--- src/rtl/exc_return_pkg.sv ---
package exc_return_pkg;

    localparam int unsigned WORD_W = 32;

    typedef struct packed {
        logic [WORD_W-1:0] status;
        logic [WORD_W-1:0] sp;
        logic [WORD_W-1:0] ksp;
        logic              fail;
    } ers_state_t;

endpackage

--- src/rtl/ers_pop_unit.sv ---
module ers_pop_unit #(
    parameter int unsigned DATA_W    = 32,
    parameter int unsigned KEEP_W    = 2,
    parameter int unsigned FIELD_W   = 28,
    parameter int unsigned POP_SHIFT = 10,
    parameter int unsigned P_BIT     = 7,
    parameter int unsigned R_BIT     = 9,
    parameter int unsigned U_BIT     = 8
) (
    input  logic [DATA_W-1:0] old_i,
    output logic [DATA_W-1:0] popped_o,
    output logic              user_o
);
    localparam int unsigned LOW_W = DATA_W - KEEP_W;
    localparam logic [DATA_W-1:0] KEEP_MASK  = {{KEEP_W{1'b1}}, {LOW_W{1'b0}}};
    localparam logic [DATA_W-1:0] FIELD_MASK = {{(DATA_W-FIELD_W){1'b0}}, {FIELD_W{1'b1}}};

    logic [DATA_W-1:0] shifted;
    logic              retry_clear;

    always_comb begin
        shifted     = (old_i & KEEP_MASK) | ((old_i & FIELD_MASK) >> POP_SHIFT);
        retry_clear = ~old_i[R_BIT];
        popped_o    = shifted;
        if (retry_clear) begin
            popped_o[P_BIT] = 1'b1;
        end
        user_o = shifted[U_BIT];
    end
endmodule

--- src/rtl/ers_stack_swap.sv ---
module ers_stack_swap #(
    parameter int unsigned DATA_W = 32
) (
    input  logic              swap_i,
    input  logic [DATA_W-1:0] sp_i,
    input  logic [DATA_W-1:0] usp_i,
    input  logic [DATA_W-1:0] ksp_q_i,
    output logic [DATA_W-1:0] sp_d_o,
    output logic [DATA_W-1:0] ksp_d_o
);
    always_comb begin
        if (swap_i) begin
            sp_d_o  = usp_i;
            ksp_d_o = sp_i;
        end else begin
            sp_d_o  = sp_i;
            ksp_d_o = ksp_q_i;
        end
    end
endmodule

--- src/rtl/ers_store_gate.sv ---
module ers_store_gate (
    input  logic req_i,
    input  logic perm_flag_i,
    output logic fail_o
);
    always_comb begin
        fail_o = req_i & perm_flag_i;
    end
endmodule

--- src/rtl/exc_return_shifter.sv ---
module exc_return_shifter
    import exc_return_pkg::*;
#(
    parameter int unsigned KEEP_W    = 2,
    parameter int unsigned FIELD_W   = 28,
    parameter int unsigned POP_SHIFT = 10,
    parameter int unsigned P_BIT     = 7,
    parameter int unsigned R_BIT     = 9,
    parameter int unsigned U_BIT     = 8
) (
    input  logic              clk,
    input  logic              rst_n,
    input  logic              ret_i,
    input  logic [WORD_W-1:0] status_i,
    input  logic [WORD_W-1:0] sp_i,
    input  logic [WORD_W-1:0] usp_i,
    input  logic              st_req_i,
    output logic [WORD_W-1:0] status_o,
    output logic [WORD_W-1:0] sp_o,
    output logic [WORD_W-1:0] ksp_o,
    output logic              store_fail_o
);
    ers_state_t state_d, state_q;

    logic [WORD_W-1:0] popped;
    logic              popped_user;
    logic              swap_en;
    logic [WORD_W-1:0] sp_next;
    logic [WORD_W-1:0] ksp_next;
    logic              fail_next;

    ers_pop_unit #(
        .DATA_W   (WORD_W),
        .KEEP_W   (KEEP_W),
        .FIELD_W  (FIELD_W),
        .POP_SHIFT(POP_SHIFT),
        .P_BIT    (P_BIT),
        .R_BIT    (R_BIT),
        .U_BIT    (U_BIT)
    ) pop_i (
        .old_i   (status_i),
        .popped_o(popped),
        .user_o  (popped_user)
    );

    assign swap_en = ret_i & popped_user;

    ers_stack_swap #(
        .DATA_W(WORD_W)
    ) swap_i (
        .swap_i (swap_en),
        .sp_i   (sp_i),
        .usp_i  (usp_i),
        .ksp_q_i(state_q.ksp),
        .sp_d_o (sp_next),
        .ksp_d_o(ksp_next)
    );

    ers_store_gate gate_i (
        .req_i      (st_req_i),
        .perm_flag_i(status_i[P_BIT]),
        .fail_o     (fail_next)
    );

    always_comb begin
        state_d        = state_q;
        state_d.status = ret_i ? popped : status_i;
        state_d.sp     = sp_next;
        state_d.ksp    = ksp_next;
        state_d.fail   = fail_next;
    end

    always_ff @(posedge clk or negedge rst_n) begin
        if (!rst_n) begin
            state_q <= '0;
        end else begin
            state_q <= state_d;
        end
    end

    assign status_o     = state_q.status;
    assign sp_o         = state_q.sp;
    assign ksp_o        = state_q.ksp;
    assign store_fail_o = state_q.fail;
endmodule

--- config.mk ---
export PLATFORM = sky130hd
export DESIGN_NAME = exc_return_shifter
export DESIGN_NICKNAME = d
export VERILOG_FILES = /design/src/rtl/exc_return_pkg.sv /design/src/rtl/ers_pop_unit.sv /design/src/rtl/ers_stack_swap.sv /design/src/rtl/ers_store_gate.sv /design/src/rtl/exc_return_shifter.sv
export SDC_FILE = /design/constraint.sdc
export NUM_CORES = 1
export LEC_CHECK = 0
export BUFFER_PORTS_ARGS = -buffer_cell sky130_fd_sc_hd__clkbuf_2
export CAP_MARGIN = 25
export CORE_MARGIN = 2
export CORE_UTILIZATION = 47
export CTS_CLUSTER_DIAMETER = 60
export DETAILED_ROUTE_END_ITERATION = 8
export HOLD_SLACK_MARGIN = 0.05
export PLACE_DENSITY = 0.8
export SYNTH_ARGS = -nofsm -noshare
export SYNTH_HDL_FRONTEND = slang
export SYNTH_HIERARCHICAL = 1
export SYNTH_SLANG_ARGS = --single-unit
--- constraint.sdc ---
create_clock -name clk -period 0.9 [get_ports clk]
set_input_delay 0.135 -clock clk [delete_from_list [all_inputs] [get_ports clk]]
set_output_delay 0.135 -clock clk [all_outputs]
set_load 0.02 [all_outputs]
==> impl_metrics.yaml, run 1 <==
setup_path:
  arrival_ns: 0.96
  r2r_cells: 2
  r2r_end: "ksp_o[2]"
  endpoint_kind: "output port"
  path_max_fanout: 2
  cp_cell_sequence: "clkbuf_8"
  cp.buffers_inverters: 1
  r2r_slack_ns: -0.09
  cp-endpoint: "ksp_o[2]"
  crit_family: "flip-flops"
  crit_start: "ksp_o[2]"
  crit_type: "flop to output port"
  slowest_delay_ns: 0.44
  required_ns: 0.76
  cp_num_cells: 1
  r2r_start: "ksp_o[2]"
  cpMaxStageDelayCell: "dfrtp_1"
  start_kind: "flop"
yosys:
  syn_inst: 240
  synth_area_leaders: "dfrtp_1 56%, mux2_4 31%, buf_4 5.6%, buf_12 4.2%, mux2_2 1.8%"
  synth_seq_cells: 97
  avgSynthCellArea_um2: 17.95
  syn-cell-area_mm2: 0.004308
  ys_types: 9
  yosysWarningCount: 6
  yosysTopAreaCellShare: 0.5635
  ys_seq_area_frac: 0.5635
  yosys.area.top_type: "dfrtp_1"
grt:
  grt_overflow: 0
  grt_max_degree: 53
  antenna_found_initial: 1
  grt_pass1_vias: 3503
  grt_usage: 0.2369
  grt_pass1_wl_mm: 18.02
clocking:
  clockRootBuffer: "clkbuf_8"
  clock_tree.buffer_depth: 2
  cts_buffers: 9
  cts_num_sinks: 97
  clkTransAtPathRegs_ns: 0.09
  h-tree-depth: 3
  cts_tree: "yes"
  clkLatencyLatePin_ns: 0.33
detailed_routing:
  met2_length_mm: 6.866
  initialDrtViolationCount: 63
  postRouteAntennaNets: 0
  routed-wl-met3_mm: 1.018
  drt_pass1_iterations: 4
  viasPerCell: 4.677
  drc: 0
  routed_wl_mm: 12.74
  vias: 3087
  wl_met1_mm: 4.656
  wire_per_inst_um: 19.31
  topRoutingLayerUsed: "met4"
final_layout:
  most-common-layout-cells: "98 x clkbuf_2, 97 x dlygate4sd3_1, 97 x dfrtp_1"
  final_util: 0.8205
  syn_to_final_growth_pct: 67.73
  drive_above_1_share: 0.6225
  fillers: 425
  mostFrequentLayoutCell: "clkbuf_2"
  layout.nets: 647
flow_run:
  maxCapViolCount: 0
timing:
  period_needed_ns: 1.090
  rsz0062_at_grt: "yes"
  max_freq_mhz: 917.2
  period_share: 1.211
  fin_worst_skew_ns: 0
  setup_slack_ns: -0.1902
  hold_viol: 0
  setup_viol: 113
  drv_slew: 0
  holdWs_ns: 0.1687
floorplan:
  start_util: 0.4892
  ioPinCount: 197
  die_y_um: 99.74
  fp.coreArea_mm2: 0.008806
  dieWidth_um: 99.74
  die_area_mm2: 0.009947
  row_count: 34
power_and_ir_drop:
  p_leak_nw: 3.628
  powerDensity_mw_per_mm2: 1605
  vdd_drop_max_v: 0.0009418
status:
  failed_checks: "negative setup slack"
  status: "finished with violations"
worst_hold_path:
  hp-class: "primary input to flop"
place:
  place_congestion: 0.7860
  post-dp-hpwl_mm: 6.363
  io_buffers: 196
-- cells in the mapped netlist --
cell / count
mux2_2: 7
conb_1: 1
and2_1: 2
buf_12: 9
buf_6: 2
nand2b_1: 1
buf_4: 32
mux2_4: 89
dfrtp_1: 97
-- where the power goes --
part | internal, mW | switching (mW)
sequential | 4.79 | 0.317
combinational | 2.18 | 1.42
clock | 1.43 | 1.46
total | 8.40 | 3.20
-- logic make-up after synthesis --
family	share of synthesized area
other	0.0008705
flip-flops	0.5635
AND/OR/NAND/NOR	0.004357
buffers and inverters	0.1028
multiplexers	0.3285
-- through the flow --
step           instances  total power [mW]  setup TNS (ns)  worst slack, ns  area (µm²)
4_1_cts              652             11.00          -12.99          -0.1817        6640
3_3_place_gp         523             7.320          -16.97          -0.2311        5172
2_1_floorplan        251             6.598          -20.26          -0.3239        4369
5_1_grt              660             12.09          -15.68          -0.2269        7226
3_5_place_dp         523             7.376          -18.61          -0.2501        5172
6_report             660             11.59          -10.92          -0.1902        7226
-- what timing repair did --
item	CTS	global route
cloned	0	0
endpoints found under the setup margin	97	115
hold endpoints to repair	192	1
gates resized for setup	38	245
buffers inserted	18	13
hold buffers	96	1
-- worst min-delay path by stage --
stage,endpoint,slack (ns),startpoint,depth (start not counted)
finish,status_o[18],0.17,status_i[18],3
global route,status_o[7],0.16,status_i[17],3
CTS,ksp_o[19],0.06,sp_i[19],2
detailed placement,ksp_o[19],0.14,rst_n,2
global placement,ksp_o[19],0.14,rst_n,2
floorplan,ksp_o[0],-0.16,rst_n,0
-- layer usage --
metal	vias to the layer above	GRT usage
met2	161	0.4392
met5	-	0
met1	1525	0.2578
li1	1386	-
met4	0	0.07798
met3	15	0.07027
-- final cells by class --
class,count,area [µm²],share of cell area
clock inverters,4,51.30,0.007100
clock buffers,11,151.4,0.02095
well taps,108,135.1,0.01870
repair buffers,328,2977,0.4119
diodes,1,2.502,0.0003463
flip-flops and latches,97,2427,0.3359
multi-input cells,111,1481,0.2050
-- flip-flops by register name, indices dropped and copies added (netlist names) --
signal	cells
ksp_o	32
sp_o	32
status_o	32
store_fail_o	1
Note: power is estimated with default switching activity, not from simulation.
==> run 2: changes to the inputs <==
Settings changed: ABC_AREA set to 1, CORE_UTILIZATION 47 to 46.
==> impl_metrics.yaml, run 2 <==
status:
  status: "finished with violations"
  failed_checks: "negative setup slack"
detailed_routing:
  vias: 4395
  viasPerCell: 5.152
  postRouteAntennaNets: 0
  routed_wl_mm: 16.86
  drt_pass1_iterations: 8
  drc: 0
  initialDrtViolationCount: 384
  wire_per_inst_um: 19.76
final_layout:
  stdcell_count: 853
  syn_to_final_growth_pct: 72.66
  drive_above_1_share: 0.3338
  design_area_mm2: 0.006859
  most-common-layout-cells: "288 x nand2_1, 98 x dlygate4sd3_1, 98 x clkbuf_2"
  mostFrequentLayoutCell: "nand2_1"
  final_util: 0.8265
  fillers: 394
  layout.nets: 841
clocking:
  cts_tree: "yes"
  clockRootBuffer: "clkbuf_8"
  cts_num_sinks: 97
  cts_buffers: 9
  clkLatencyLatePin_ns: 0.36
  clock_tree.buffer_depth: 2
  clkTransAtPathRegs_ns: 0.11
  h-tree-depth: 3
timing:
  period_needed_ns: 1.096
  fin_tns_setup_ns: -12.99
  rsz0062_at_grt: "yes"
  period_share: 1.218
  max_freq_mhz: 912.1
  hold_viol: 0
  setup_slack_ns: -0.1964
  fin_worst_skew_ns: 0
  setup_viol: 100
  drv_slew: 0
yosys:
  syn-cell-area_mm2: 0.003973
  avgSynthCellArea_um2: 8.907
  yosysMostFrequentCell: "nand2_1"
  yosys.area.top_type: "dfrtp_1"
  yosysTopAreaCellShare: 0.6110
  syn_inst: 446
  yosysWarningCount: 6
  async_flop_share: 1.000
  synth_edf_count: 0
  ys_seq_area_frac: 0.6110
  synth_area_leaders: "dfrtp_1 61%, nand2_1 27%, buf_4 6.8%, clkbuf_8 2.1%, buf_6 1.1%"
  synthTopCellsByCount: "291 x nand2_1, 97 x dfrtp_1, 36 x buf_4"
  synth_flop_cell: "dfrtp_1"
  synth_seq_cells: 97
  ys_types: 10
grt:
  grt_max_degree: 65
  grt_usage: 0.2925
  grt_pass1_wl_mm: 21.85
  antenna_found_initial: 2
  grt_pass1_vias: 4335
  grt_overflow: 0
place:
  post-dp-hpwl_mm: 7.193
  io_buffers: 196
  placed_area_mm2: 0.004838
  dp_slack_ns: -0.02118
  place_congestion: 0.8172
  placedCellCount: 714
floorplan:
  row_count: 33
  ioPinCount: 197
  die_area_mm2: 0.009395
  fp.coreArea_mm2: 0.008299
  dieWidth_um: 96.93
  start_util: 0.4787
  die_y_um: 96.93
setup_path:
  cpMaxStageDelayCell: "dfrtp_1"
  slowest_delay_ns: 0.45
  start_kind: "flop"
  crit_family: "flip-flops"
  crit_type: "flop to output port"
  required_ns: 0.76
  cp_cell_sequence: "buf_6"
  arrival_ns: 0.96
  path_max_fanout: 2
  endpoint_kind: "output port"
  cp.buffers_inverters: 1
power_and_ir_drop:
  powerDensity_mw_per_mm2: 1687
  switching_share: 0.3130
  power_frac_seq: 0.439
  vdd_drop_max_v: 0.001013
  internal_power_mw: 7.949
  combinationalPowerShare: 0.276
  p_clk_frac: 0.285
  p_leak_nw: 3.791
  switching_power_mw: 3.622
flow_run:
  maxCapViolCount: 0
worst_hold_path:
  hp-class: "primary input to async pin"
-- run 2: changes by cell type in the layout (fill, tap and decap cells not counted), moves of 2 or more --
cell | previous run | this run
inv_6 | 1 | 3
nand2_1 | 0 | 288
inv_2 | 0 | 2
buf_4 | 20 | 26
buf_6 | 89 | 87
nand2_2 | 0 | 3
mux2_2 | 7 | 0
mux2_4 | 89 | 0
clkbuf_8 | 29 | 17
inv_1 | 0 | 2
-- run 2: power groups by stage --
stage          logic [mW]  clock network (mW)  registers (mW)
2_1_floorplan       0.623                   0            5.52
5_1_grt              3.37                3.47            5.11
6_report             3.19                3.29            5.08
4_1_cts              2.43                3.23            4.93
3_3_place_gp         1.90                   0            4.99
3_5_place_dp         1.93                   0            5.02
-- run 2: final cells by class --
class / count / area, µm² / share of cell area
Antenna cell: 2 / 5.005 / 0.0007297
Clock buffer: 9 / 123.9 / 0.01806
Clock inverter: 7 / 98.84 / 0.01441
Inverter: 5 / 21.27 / 0.003101
Multi-Input combinational cell: 303 / 1145 / 0.1669
Sequential cell: 97 / 2427 / 0.3539
Tap cell: 105 / 131.4 / 0.01915
Timing Repair Buffer: 325 / 2907 / 0.4238
-- run 2: kinds of logic after synthesis --
kind of cell / synth area share
buffers and inverters: 0.1131
DFF: 0.6110
other: 0.0009440
and+or+nand+nor: 0.2750
-- run 2: worst paths after layout --
kind	startpoint	to	slack, ns	cells after the start
min reg2reg	ksp_o[25]	ksp_o[25]	0.52	2
min in group clk	ret_i	status_o[6]	0.23	4
min	rst_n	ksp_o[31]	0.18	2
max reg2reg	ksp_o[5]	ksp_o[5]	-0.02	4
max	ksp_o[20]	ksp_o[20]	-0.20	1
max in group asynchronous	rst_n	status_o[26]	0.19	3
-- run 2: per-stage QoR --
step	hold slack (ns)	power (mW)
final	0.1838	11.57
after CTS	0.1647	10.59
after floorplan	-0.1606	6.148
after global routing	0.2022	11.95
after detailed placement	0.004625	6.949
after global placement	0.004433	6.893
-- run 2: repair_timing --
item	4_1_cts	5_1_grt
pin swaps	0	1
resized for setup	20	266
hold endpoints to repair	194	0
hold buffers	98	0
setup buffers	9	14
setup endpoints to repair	97	97
-- run 2: per-layer routing --
layer | track usage | up-vias | share of wire
met1 | 0.3303 | 2050 | 0.34
met4 | 0.1452 | 0 | 0.062
li1 | - | 1874 | -
met2 | 0.5085 | 374 | 0.49
met5 | 0 | - | 0
met3 | 0.08020 | 97 | 0.11
==> run 3: changes to the inputs <==
Settings changed: BUFFER_PORTS_ARGS -buffer_cell sky130_fd_sc_hd__clkbuf_2 to not set, CORE_UTILIZATION 46 to 47, DONT_BUFFER_PORTS set to 1, HOLD_SLACK_MARGIN 0.05 to not set, PLACE_DENSITY 0.8 to 0.62.
==> impl_metrics.yaml, run 3 (same netlist as run 2, synthesis figures left out) <==
place:
  place_congestion: 0.7284
  dp_slack_ns: 0.1339
  io_buffers: 0
  post-dp-hpwl_mm: 5.486
  placed_area_mm2: 0.003892
power_and_ir_drop:
  combinationalPowerShare: 0.132
  power_frac_seq: 0.564
  p_leak_nw: 2.652
  p_clk_frac: 0.304
  switching_power_mw: 2.864
  internal_power_mw: 6.893
  powerDensity_mw_per_mm2: 1850
  switching_share: 0.2935
  vdd_drop_max_v: 0.0009149
timing:
  drv_slew: 0
  max_freq_mhz: 957.5
  slew_headroom: 0.4825
  holdWs_ns: -0.5471
  worst_pin_slew_ns: 0.7763
  period_needed_ns: 1.044
  hold_viol: 97
  setup_viol: 97
  setup_slack_ns: -0.1444
  rsz0062_at_grt: "yes"
  fin_worst_skew_ns: 0
  period_share: 1.160
setup_path:
  r2r_end: "ksp_o[16]"
  required_ns: 0.76
  start_kind: "flop"
  arrival_ns: 0.91
  slowest_delay_ns: 0.41
  r2r_start: "ksp_o[16]"
  crit_type: "flop to output port"
  path_max_fanout: 2
  cp.buffers_inverters: 1
  r2r_slack_ns: 0.14
  cpMaxStageDelayCell: "dfrtp_1"
  r2r_cells: 3
  crit_family: "flip-flops"
  endpoint_kind: "output port"
  cp_cell_sequence: "buf_6"
floorplan:
  start_util: 0.4835
  ioPinCount: 197
  fp.coreArea_mm2: 0.008217
  die_area_mm2: 0.009204
  die_y_um: 95.94
  dieWidth_um: 95.94
  row_count: 33
flow_run:
  maxCapViolCount: 0
final_layout:
  mostFrequentLayoutCell: "nand2_1"
  syn_to_final_growth_pct: 32.79
  final_util: 0.6420
  layout.nets: 637
  regArea_mm2: 0.002529
  antenna_cells_inserted: 0
  drive_above_1_share: 0.2288
  design_area_mm2: 0.005275
  fillers: 649
  most-common-layout-cells: "290 x nand2_1, 97 x dlygate4sd3_1, 81 x dfrtp_2"
  multiInputGateArea_mm2: 0.001140
clocking:
  cts_tree: "yes"
  clock_tree.buffer_depth: 2
  clkLatencyLatePin_ns: 0.35
  clockRootBuffer: "clkbuf_8"
  clkTransAtPathRegs_ns: 0.11
  postCtsHoldBufs: 98
  h-tree-depth: 3
  cts_buffers: 9
  cts_num_sinks: 97
detailed_routing:
  drt_pass1_iterations: 5
  viasPerCell: 4.784
  vias: 3095
  wire_per_inst_um: 15.26
  drc: 0
  initialDrtViolationCount: 120
  routed_wl_mm: 9.873
  postRouteAntennaNets: 0
grt:
  grt_usage: 0.2109
  grt_overflow: 0
  grt_pass1_vias: 2996
  antenna_found_initial: 0
  grt_max_degree: 98
  grt_pass1_wl_mm: 14.53
worst_hold_path:
  hp-class: "primary input to async pin"
status:
  failed_checks: "negative hold slack, negative setup slack"
  status: "finished with violations"
run 3: metrics by stage:
step	instances	total power, mW	setup TNS (ns)
2_1_floorplan	457	6.148	-2.432
3_3_place_gp	528	6.249	0
3_5_place_dp	528	6.288	0
4_1_cts	645	9.778	-10.48
5_1_grt	647	10.24	-9.907
6_report	647	9.757	-6.006
run 3: worst max path at each step:
stage	startpoint	end	slack [ns]	cells after the start
2_1_floorplan	ret_i	ksp_o[10]	-0.04	8
3_3_place_gp	status_i[18]	ksp_o[6]	0.16	5
3_5_place_dp	status_i[18]	sp_o[31]	0.13	5
4_1_cts	ksp_o[19]	ksp_o[19]	-0.18	1
5_1_grt	ksp_o[10]	ksp_o[10]	-0.19	1
6_report	ksp_o[10]	ksp_o[10]	-0.14	1
run 3: layout make-up:
type / instances / area share
clock inverter: 6 / 0.01399
sequential: 97 / 0.4794
tap: 105 / 0.02491
inverter: 5 / 0.004032
timing repair buffer: 121 / 0.2355
clock buffer: 10 / 0.02609
multi-input combinational: 303 / 0.2161
run 3: what timing repair did:
item,in CTS,in global routing
endpoints found under the hold margin,194,97
setup endpoints to repair,97,117
resized for setup,75,20
setup buffers,3,2
run 3: per-layer routing:
| metal | vias up | wire length, µm | track usage | share of wire |
|---|---|---|---|---|
| li1 | 1458 | - | - | - |
| met1 | 1486 | 3720 | 0.2335 | 0.38 |
| met2 | 139 | 5097 | 0.3735 | 0.52 |
| met3 | 12 | 882 | 0.07204 | 0.089 |
| met4 | 0 | 173 | 0.07976 | 0.018 |
| met5 | - | 0 | 0 | 0 |
run 3: power groups by stage:
stage,Sequential [mW],Combinational (mW),Clock (mW)
2_1_floorplan,5.52,0.623,0
3_3_place_gp,5.50,0.746,0
3_5_place_dp,5.51,0.780,0
5_1_grt,5.56,1.42,3.26
6_report,5.50,1.29,2.97
4_1_cts,5.49,1.24,3.05
